==> src/rtl/usb_link_pkg.sv <==
package usb_link_pkg;
  typedef enum logic [1:0] {
    LINK_DISC    = 2'd0,
    LINK_RESET   = 2'd1,
    LINK_SUSPEND = 2'd2,
    LINK_ACTIVE  = 2'd3
  } link_state_e;

  typedef struct packed {
    logic disc;
    logic rst;
    logic susp;
    logic resume;
  } link_ev_t;
endpackage

==> src/rtl/usb_link_dwell.sv <==
module usb_link_dwell #(
  parameter int unsigned LIMIT = 3
) (
  input  logic clk_i,
  input  logic rst_ni,
  input  logic cond_i,
  input  logic tick_i,
  output logic hit_o
);
  localparam int unsigned CW = $clog2(LIMIT + 2);
  localparam logic [CW-1:0] TOP = CW'(LIMIT + 1);

  logic [CW-1:0] cnt_q;

  always_ff @(posedge clk_i or negedge rst_ni) begin
    if (!rst_ni)                     cnt_q <= '0;
    else if (!cond_i)                cnt_q <= '0;
    else if (tick_i && cnt_q != TOP) cnt_q <= cnt_q + 1'b1;
  end

  // hit means the condition held on more than LIMIT ticks
  assign hit_o = (cnt_q == TOP);


  dwell_range_chk: assert property (@(posedge clk_i) disable iff (!rst_ni)
    cnt_q <= TOP);

  dwell_restart_chk: assert property (@(posedge clk_i) disable iff (!rst_ni)
    !cond_i |=> !hit_o);
endmodule

==> src/rtl/usb_link_sof_watch.sv <==
module usb_link_sof_watch #(
  parameter int unsigned GAP = 4096
) (
  input  logic clk_i,
  input  logic rst_ni,
  input  logic active_i,
  input  logic tick_i,
  input  logic sof_i,
  output logic lost_o,
  output logic lost_ev_o
);
  localparam int unsigned CW = $clog2(GAP + 1);
  localparam logic [CW-1:0] GAP_C  = CW'(GAP);
  localparam logic [CW-1:0] LAST_C = CW'(GAP - 1);

  logic [CW-1:0] cnt_q;
  logic          lost_q, ev_q;
  logic          expire;

  assign expire = tick_i && (cnt_q == LAST_C);

  always_ff @(posedge clk_i or negedge rst_ni) begin
    if (!rst_ni) begin
      cnt_q  <= '0;
      lost_q <= 1'b0;
      ev_q   <= 1'b0;
    end else if (sof_i || !active_i) begin
      cnt_q  <= '0;
      lost_q <= 1'b0;
      ev_q   <= 1'b0;
    end else begin
      ev_q <= 1'b0;
      if (tick_i && cnt_q != GAP_C) cnt_q <= cnt_q + 1'b1;
      if (expire) begin
        lost_q <= 1'b1;
        ev_q   <= 1'b1;
      end
    end
  end

  assign lost_o    = lost_q;
  assign lost_ev_o = ev_q;


  lost_edge_chk: assert property (@(posedge clk_i) disable iff (!rst_ni)
    lost_ev_o |-> lost_o && !$past(lost_o));

  sof_clear_chk: assert property (@(posedge clk_i) disable iff (!rst_ni)
    sof_i |=> !lost_o);
endmodule

==> src/rtl/usb_link_fsm.sv <==
module usb_link_fsm
  import usb_link_pkg::*;
(
  input  logic        clk_i,
  input  logic        rst_ni,
  input  logic        enable_i,
  input  logic        vbus_i,
  input  logic        se0_i,
  input  logic        idle_i,
  input  logic        se0_hit_i,
  input  logic        idle_hit_i,
  output link_state_e state_o,
  output link_ev_t    ev_o
);
  link_state_e state_q, state_d;
  link_ev_t    ev_q, ev_d;

  always_comb begin
    state_d = state_q;
    ev_d    = '0;
    if (!enable_i) begin
      state_d = LINK_DISC;
    end else if (!vbus_i) begin
      state_d = LINK_DISC;
      ev_d.disc = (state_q != LINK_DISC);
    end else if (se0_hit_i) begin
      state_d = LINK_RESET;
      ev_d.rst = (state_q != LINK_RESET);
    end else begin
      unique case (state_q)
        LINK_DISC:  state_d = LINK_ACTIVE;
        LINK_RESET: if (!se0_i) state_d = LINK_ACTIVE;
        LINK_ACTIVE: if (idle_hit_i) begin
          state_d   = LINK_SUSPEND;
          ev_d.susp = 1'b1;
        end
        LINK_SUSPEND: if (!idle_i) begin
          state_d     = LINK_ACTIVE;
          ev_d.resume = 1'b1;
        end
        default: state_d = LINK_DISC;
      endcase
    end
  end

  always_ff @(posedge clk_i or negedge rst_ni) begin
    if (!rst_ni) begin
      state_q <= LINK_DISC;
      ev_q    <= '0;
    end else begin
      state_q <= state_d;
      ev_q    <= ev_d;
    end
  end

  assign state_o = state_q;
  assign ev_o    = ev_q;


  disable_hold_chk: assert property (@(posedge clk_i) disable iff (!rst_ni)
    !enable_i |=> state_q == LINK_DISC && ev_q == '0);

  vbus_loss_chk: assert property (@(posedge clk_i) disable iff (!rst_ni)
    (enable_i && !vbus_i) |=> state_q == LINK_DISC);

  reset_entry_chk: assert property (@(posedge clk_i) disable iff (!rst_ni)
    ev_q.rst |-> state_q == LINK_RESET && $past(state_q) != LINK_RESET);

  suspend_entry_chk: assert property (@(posedge clk_i) disable iff (!rst_ni)
    ev_q.susp |-> state_q == LINK_SUSPEND && $past(state_q) == LINK_ACTIVE);

  resume_entry_chk: assert property (@(posedge clk_i) disable iff (!rst_ni)
    ev_q.resume |-> state_q == LINK_ACTIVE && $past(state_q) == LINK_SUSPEND);

  ev_excl_chk: assert property (@(posedge clk_i) disable iff (!rst_ni)
    $onehot0(ev_q));
endmodule

==> src/rtl/usb_link_mon.sv <==
module usb_link_mon
  import usb_link_pkg::*;
#(
  parameter int unsigned RESET_US   = 3,
  parameter int unsigned SUSPEND_US = 3000,
  parameter int unsigned SOF_GAP_US = 4096
) (
  input  logic       clk_i,
  input  logic       rst_ni,
  input  logic       enable_i,
  input  logic       tick_us_i,
  input  logic       vbus_i,
  input  logic       line_se0_i,
  input  logic       line_j_i,
  input  logic       sof_i,
  output logic [1:0] link_state_o,
  output logic       host_lost_o,
  output logic       ev_disconnect_o,
  output logic       ev_reset_o,
  output logic       ev_suspend_o,
  output logic       ev_resume_o,
  output logic       ev_host_lost_o,
  output logic       addr_clr_o
);
  logic        live, idle, se0_run, idle_run, se0_hit, idle_hit, sof_active;
  link_state_e state;
  link_ev_t    ev;

  assign live     = enable_i && vbus_i;
  assign idle     = line_j_i && !line_se0_i;
  assign se0_run  = live && line_se0_i;
  assign idle_run = live && idle;

  usb_link_dwell #(.LIMIT(RESET_US)) u_se0_dwell (
    .clk_i, .rst_ni, .cond_i(se0_run), .tick_i(tick_us_i), .hit_o(se0_hit)
  );

  usb_link_dwell #(.LIMIT(SUSPEND_US)) u_idle_dwell (
    .clk_i, .rst_ni, .cond_i(idle_run), .tick_i(tick_us_i), .hit_o(idle_hit)
  );

  usb_link_fsm u_fsm (
    .clk_i, .rst_ni, .enable_i, .vbus_i,
    .se0_i(line_se0_i), .idle_i(idle),
    .se0_hit_i(se0_hit), .idle_hit_i(idle_hit),
    .state_o(state), .ev_o(ev)
  );

  assign sof_active = live && (state == LINK_ACTIVE);

  usb_link_sof_watch #(.GAP(SOF_GAP_US)) u_sof_watch (
    .clk_i, .rst_ni, .active_i(sof_active), .tick_i(tick_us_i), .sof_i,
    .lost_o(host_lost_o), .lost_ev_o(ev_host_lost_o)
  );

  assign link_state_o    = state;
  assign ev_disconnect_o = ev.disc;
  assign ev_reset_o      = ev.rst;
  assign ev_suspend_o    = ev.susp;
  assign ev_resume_o     = ev.resume;
  assign addr_clr_o      = ev.rst;


  disable_lost_chk: assert property (@(posedge clk_i) disable iff (!rst_ni)
    !enable_i |=> !host_lost_o && !ev_host_lost_o);

  addr_clr_chk: assert property (@(posedge clk_i) disable iff (!rst_ni)
    addr_clr_o |-> link_state_o == 2'd1);
endmodule

==> config.mk <==
export PLATFORM = sky130hd
export DESIGN_NAME = usb_link_mon
export DESIGN_NICKNAME = d
export VERILOG_FILES = /design/src/rtl/usb_link_pkg.sv /design/src/rtl/usb_link_dwell.sv /design/src/rtl/usb_link_sof_watch.sv /design/src/rtl/usb_link_fsm.sv /design/src/rtl/usb_link_mon.sv
export SDC_FILE = /design/constraint.sdc
export NUM_CORES = 1
export LEC_CHECK = 0
export BUFFER_PORTS_ARGS = -buffer_cell sky130_fd_sc_hd__buf_2
export CAP_MARGIN = 20
export CORE_MARGIN = 2
export CORE_UTILIZATION = 45
export DETAILED_ROUTE_END_ITERATION = 8
export PLACE_DENSITY = 0.73
export SYNTH_ARGS = -nofsm -noshare
export SYNTH_HDL_FRONTEND = slang
export SYNTH_SLANG_ARGS = --single-unit
==> constraint.sdc <==
create_clock -name clk_i -period 2 [get_ports clk_i]
set_clock_uncertainty 0.05 [all_clocks]
set_input_delay 0.2 -clock clk_i [delete_from_list [all_inputs] [get_ports clk_i]]
set_output_delay 0.2 -clock clk_i [all_outputs]
set_load 0.01 [all_outputs]
==> run_results.csv, run 1 <==
group,metric,value,unit
min_path,hold_path_class,"in2reg",
route,wl_per_cell,13.0,µm
clock_network,cts.sinks,36,
setup_path,slowest_delay,500,ps
pwr,netSwitchingFraction,0.221,
finish,fillers,347,
synth,syn_nets,199,
clock_network,clk_latency,290,ps
setup_path,critPathCaptureType,"register",
timing,setup_violations,0,
pwr,seq_power_share,0.555,
synth,ys_types,39,
pwr,p_comb_frac,0.047,
route,drtAntennaViolNets,0,
floorplanning,pin_count,17,
synth,synthXorXnorAreaFrac,0.0769,
route,routed_wirelength,3.32,mm
global_route,grt_pass1_wl,5.69,mm
timing,tightest_slew,767,ps
global_route,track_usage,0.170,
setup_path,crit_buf_inv,1,
synth,synthAdderAreaFrac,0.0412,
route,dr.first_iter.drc_count,57,
global_route,grt_overflow,0,
finish,antenna_cells,0,
place,port_buffers,16,
synth,ys_ff_latch,36,
clock_network,post_cts_buffers,0,
clock_network,clk_pin_slew,70,ps
timing,fin_crit_sh,0.913,
finish,drive_gt1_frac,0.146,
setup_path,crit_fanout,7,
synth,synth_mux_area_frac,0.0110,
route,drcViolationCount,0,
pwr,power_frac_clock,0.398,
setup_path,worstPathCellList,"inv_1 > ha_1 > nor4b_1 > a31o_4 > or4_1 > a21oi_1",
route,vias,1374,
route,firstDrtPassIters,4,
synth,synth_warnings,0,
timing,fmax,548,MHz
floorplanning,initial_core_util,0.462,
synth,synthFlopType,"dfrtp_1",
pwr,ir_worst_vdd,0.393,mV
place,dp_slack,196,ps
clock_network,holdBufCountCts,1,
global_route,grt_pass1_vias,1262,
synth,synth-compound-area-share,0.0852,
timing,period_needed,1830,ps
timing,maxSlewViolCount,0,
pwr,power.density,647,nW/µm²
floorplanning,die_y,67.6,µm
timing,tns,0,ps
timing,max_slew_margin,0.489,
timing,hold_viol_final,0,
global_route,antenna_found_initial,0,
setup_path,cp_top_family,"simple AND/OR/NAND/NOR gates",
clock_network,cts.path.max_buffers,2,
setup_path,arrival,1980,ps
timing,rsz0062_at_grt,"no",
synth,synthSimpleGateAreaFrac,0.260,
floorplanning,die_width,67.6,µm
synth,synth_top_family_by_area,"simple AND/OR/NAND/NOR gates",
place,hpwl,2.36,mm
floorplanning,dieArea,4570,µm²
clock_network,htree_num_levels,2,
synth,async_flop_share,1.00,
run,cap_violations,0,
synth,seq_area_frac_synth,0.495,
finish,synthToLayoutAreaGrowth,12.6,%
place,gp_congestion,0.819,
pwr,leakage,0.868,nW
setup_path,crit_type,"reg2reg",
synth,netlist_area,1820,µm²
route,drt-vias-per-instance,5.39,
clock_network,cts_tree,"done",
setup_path,slowest_stage,"or4_1",
clock_network,cts_resized,0,
synth,synth_edf_count,0,
finish,layout.nets,218,
clock_network,cts-root-buf,"clkbuf_8",
clock_network,cts_buffers,5,
setup_path,setup.worst_path.start_class,"register",
global_route,grt_max_degree,37,
status,status,"finished, final reports clean",
synth,synth_area_per_cell,9.85,µm²
floorplanning,core,3940,µm²
synth,syn-instance-count,185,
setup_path,cp.required,2160,ps
pwr,power_switching,0.294,mW
pwr,power.internal,1.03,mW
floorplanning,placementRows,23,
timing,fin_ws,174,ps
-- path summary, 6_finish.rpt --
kind                                                   from                           endpoint  slack (ps)  depth (start not counted)
max reg2reg                u_sof_watch.cnt_q[0]$_DFFE_PN0P_  u_sof_watch.cnt_q[11]$_DFFE_PN0P_         170                          6
min                                              line_se0_i       u_fsm.state_o[1]$_DFFE_PN0P_          70                          2
min reg2reg                  u_sof_watch.lost_o$_DFFE_PN0P_     u_sof_watch.lost_o$_DFFE_PN0P_         460                          2
max in group asynchronous                            rst_ni            u_fsm.ev_o[0]$_DFF_PN0_         930                          2
min in group asynchronous                            rst_ni  u_idle_dwell.cnt_q[4]$_DFFE_PN0P_         470                          2
max                        u_sof_watch.cnt_q[0]$_DFFE_PN0P_  u_sof_watch.cnt_q[11]$_DFFE_PN0P_         170                          6
-- layout by cell type, fill, tap and decap left out, types with 4 or more instances in the layout --
cell      netlist  final
dfrtp_1        36     36
inv_1           7      7
nand4_1         6      6
nand3_1        13     13
o31ai_1         4      4
buf_2           1     16
xnor2_1         5      5
xor2_1         11     11
ha_1            6      6
nand2_1        14     14
clkbuf_8        0      6
a21oi_1        11     11
nor2_1         22     22
or3_1           4      4
-- flip-flops by register name (all words and copies together) (netlist names) --
| register | flops |
|---|---|
| u_fsm.ev_o | 4 |
| u_fsm.state_o | 2 |
| u_idle_dwell.cnt_q | 12 |
| u_se0_dwell.cnt_q | 3 |
| u_sof_watch.cnt_q | 13 |
| u_sof_watch.lost_ev_o | 1 |
| u_sof_watch.lost_o | 1 |
-- Yosys cell counts, types with 2 or more instances --
master	n	area (µm²)
dfrtp_1	36	901
nor2_1	22	82.6
nand2_1	14	52.6
nand3_1	13	65.1
a21oi_1	11	55.1
xor2_1	11	96.3
inv_1	7	26.3
ha_1	6	75.1
nand4_1	6	37.5
xnor2_1	5	43.8
clkbuf_1	4	15.0
o31ai_1	4	30.0
or3_1	4	25.0
and4_1	3	26.3
nor3_1	3	15.0
nor4b_1	3	26.3
o21ai_0	3	15.0
or4_1	3	22.5
a31oi_1	2	12.5
and2_1	2	12.5
and3_1	2	12.5
and3_2	2	15.0
mux2i_1	2	20.0
nor2b_1	2	12.5
-- cell families after synthesis --
kind of cell               Yosys count
and+or+nand+nor                     87
DFF                                 36
AOI/OAI and AO/OA                   24
xor gates and xnor gates            16
buffers and inverters               14
adders and majority gates            6
muxes                                2
-- final cells by class --
cell class / count / area, µm² / area share
clock buffers: 7 / 86.3 / 0.0421
clock inverters: 1 / 7.51 / 0.00366
inverters: 7 / 26.3 / 0.0128
multi-input cells: 135 / 863 / 0.421
flip-flops and latches: 36 / 901 / 0.439
well taps: 50 / 62.6 / 0.0305
repair buffers: 19 / 105 / 0.0512
-- through the flow --
stage	instances	hold WS (ps)	total power [mW]	area, µm²	util
final	255	66.2	1.33	2050	0.520
after global routing	255	63.4	1.40	2050	0.520
after CTS	255	50.2	1.35	2050	0.520
after detailed placement	246	279	0.813	1950	0.494
after global placement	246	274	0.813	1950	0.494
after floorplan	185	-146	0.778	1820	-
-- power groups by stage --
stage | Sequential [mW] | Clock [mW] | Combinational [mW]
2_1_floorplan | 0.752 | 0 | 0.0259
3_3_place_gp | 0.751 | 0 | 0.0619
3_5_place_dp | 0.751 | 0 | 0.0626
4_1_cts | 0.737 | 0.554 | 0.0641
5_1_grt | 0.737 | 0.589 | 0.0712
6_report | 0.737 | 0.529 | 0.0622
-- layer usage --
metal	part of all wire	wire [µm]	global-route usage	vias to the layer above
li1	-	-	-	691
met1	0.49	1630	0.229	653
met2	0.45	1490	0.249	25
met3	0.042	140	0.0550	5
met4	0.016	53	0.0714	0
met5	0	0	0	-
Power figures use the tool's default switching activity.
==> run 2, diff against run 1 <==
PLACE_DENSITY = unset   (was 0.73)
SYNTH_HIERARCHICAL = 1   (was unset)
==> run 2 against run 1 <==
  * Clock power grew 18%
  * Sequential share of layout area is 3.1 points lower
  * Critical path depth did not move
  * Synthesized area up 7.1%
  * Largest power group unchanged
  * Count of clock-buffer cells in the layout decreased by 1
  * Utilization up 2.0 points
  * Die area increased by 6.7%
  * Cell area is 7.7% higher
  * Final cell count grew 5.1%
  * Routed wire length grew 15%
==> run_results.csv, run 2 <==
group,metric,value,unit
route,drcViolationCount,0,
finish,layout.nets,231,
clock_network,cts_tree,"done",
min_path,hold_path_class,"in2reg",
synth,synthFlopType,"dfrtp_1",
synth,yosysMostFrequentCell,"dfrtp_1",
route,dr.first_iter.drc_count,88,
timing,fin_crit_sh,0.852,
global_route,antenna_found_initial,0,
setup_path,slowest_delay,430,ps
floorplanning,dieArea,4880,µm²
clock_network,post_cts_buffers,0,
pwr,power_frac_clock,0.437,
clock_network,cts_resized,0,
setup_path,crit_buf_inv,1,
pwr,power.density,646,nW/µm²
finish,largest_reg_flops,13,
place,port_buffers,16,
pwr,ir_worst_vdd,0.372,mV
timing,fmax,587,MHz
route,drtAntennaViolNets,0,
status,status,"finished, final reports clean",
synth,syn-instance-count,195,
global_route,track_usage,0.175,
synth,ys_types,48,
setup_path,critPathCaptureType,"register",
timing,hold_viol_final,0,
floorplanning,die_y,69.8,µm
setup_path,crit_fanout,5,
place,hpwl,2.77,mm
floorplanning,placementRows,23,
finish,antenna_cells,0,
synth,yosysTopAreaCell,"dfrtp_1",
pwr,power.internal,1.13,mW
clock_network,cts_buffers,5,
finish,drive_gt1_frac,0.193,
finish,top_register,"u_sof_watch/cnt_q",
floorplanning,initial_core_util,0.477,
floorplanning,die_width,69.8,µm
synth,netlist_area,1950,µm²
timing,max_slew_margin,0.463,
setup_path,cp_top_family,"flip-flops",
setup_path,crit_type,"reg2reg",
timing,period_needed,1700,ps
synth,synth_warnings,6,
setup_path,slowest_stage,"dfrtp_1",
pwr,netSwitchingFraction,0.212,
global_route,grt_pass1_wl,6.83,mm
setup_path,arrival,1830,ps
setup_path,setup.worst_path.start_class,"register",
timing,rsz0062_at_grt,"no",
route,drt-vias-per-instance,5.65,
timing,fin_hold_ws,78.0,ps
setup_path,cp.required,2130,ps
pwr,p_comb_frac,0.045,
clock_network,cts.sinks,36,
pwr,seq_power_share,0.517,
timing,setup_violations,0,
clock_network,holdBufCountCts,1,
setup_path,worstPathCellList,"inv_1 > ha_1 > nor4b_1 > a31oi_1 > xnor2_1 > nor2_1",
synth,synth_edf_count,0,
route,vias,1514,
synth,seq_area_frac_synth,0.462,
floorplanning,core,4090,µm²
synth,syn_nets,209,
synth,yosys.area.top_type_share,0.462,
clock_network,cts.path.max_buffers,2,
global_route,grt_pass1_vias,1565,
synth,synth_area_per_cell,10.0,µm²
synth,async_flop_share,1.00,
run,cap_violations,0,
synth,ys_ff_latch,36,
global_route,grt_overflow,0,
timing,tightest_slew,806,ps
finish,layout_common_cells,"36 x dfrtp_1, 20 x nand2_1, 16 x buf_2",
place,gp_congestion,0.778,
finish,post-route-util,0.541,
route,firstDrtPassIters,4,
clock_network,htree_num_levels,2,
pwr,power_switching,0.303,mW
finish,synthToLayoutAreaGrowth,13.3,%
timing,tns,0,ps
synth,synth_area_leaders,"dfrtp_1 46%, ha_1 3.8%, nand2_1 3.8%",
clock_network,clk_pin_slew,70,ps
clock_network,clk_latency,290,ps
pwr,leakage,0.914,nW
synth,synth_common_cells,"36 x dfrtp_1, 20 x nand2_1, 15 x nor2_1",
clock_network,cts-root-buf,"clkbuf_8",
route,wl_per_cell,14.2,µm
finish,layout_commonest_cell,"dfrtp_1",
global_route,grt_max_degree,37,
timing,maxSlewViolCount,0,
floorplanning,pin_count,17,
route,routed_wirelength,3.81,mm
[run 2: metal layers]
layer	vias up	global-route usage	share of wire
li1	742	-	-
met1	746	0.201	0.44
met2	18	0.305	0.51
met3	8	0.0480	0.029
met4	0	0.0726	0.020
met5	-	0	0
[run 2: cell families after synthesis]
| family | count (synthesis) | synth area share |
|---|---|---|
| mux | 7 | 0.0385 |
| simple gates | 88 | 0.280 |
| xor+xnor | 10 | 0.0449 |
| fa+ha+maj | 6 | 0.0385 |
| compound gates | 29 | 0.0969 |
| flops | 36 | 0.462 |
| buf+inv | 19 | 0.0391 |
[run 2: path summary, 6_finish.rpt]
path	from	endpoint	slack, ps	cells after the start
max	u_sof_watch/cnt_q[0]$_DFFE_PN0P_	u_sof_watch/cnt_q[0]$_DFFE_PN0P_	300	6
min in group asynchronous	rst_ni	u_sof_watch/cnt_q[12]$_DFFE_PN0P_	490	2
min reg2reg	u_sof_watch/lost_o$_DFFE_PN0P_	u_sof_watch/lost_o$_DFFE_PN0P_	470	2
max reg2reg	u_sof_watch/cnt_q[0]$_DFFE_PN0P_	u_sof_watch/cnt_q[0]$_DFFE_PN0P_	300	6
max in group asynchronous	rst_ni	u_idle_dwell/cnt_q[11]$_DFFE_PN0P_	900	2
min	vbus_i	u_fsm/ev_o[3]$_DFF_PN0_	80	2
[run 2: area by class of cell]
cell class	instances	area (µm²)
Fill cell	382	1880
Multi-Input combinational cell	140	973
Sequential cell	36	901
Timing Repair Buffer	20	113
Clock buffer	6	72.6
Tap cell	50	62.6
Inverter	14	52.6
Clock inverter	2	35.0
[run 2: per-stage QoR]
stage,setup slack [ps],power (mW),instances,instance area (µm²)
2_1_floorplan,430,0.780,195,1950
3_3_place_gp,381,0.814,259,2090
3_5_place_dp,340,0.818,259,2090
4_1_cts,314,1.45,268,2210
5_1_grt,140,1.49,268,2210
6_report,296,1.43,268,2210
[run 2: worst reg2reg max path, stage by stage, from the launching register on]
cell     delay, ps
dfrtp_1        430
inv_1           80
ha_1           140
nor4b_1        370
a31oi_1        230
xnor2_1        230
nor2_1          60
[run 2: power by group through the flow]
stage / clock network (mW) / logic (mW) / registers [mW]
2_1_floorplan: 0 / 0.0269 / 0.754
3_3_place_gp: 0 / 0.0618 / 0.752
3_5_place_dp: 0 / 0.0648 / 0.753
4_1_cts: 0.647 / 0.0663 / 0.738
5_1_grt: 0.679 / 0.0731 / 0.739
6_report: 0.624 / 0.0647 / 0.739
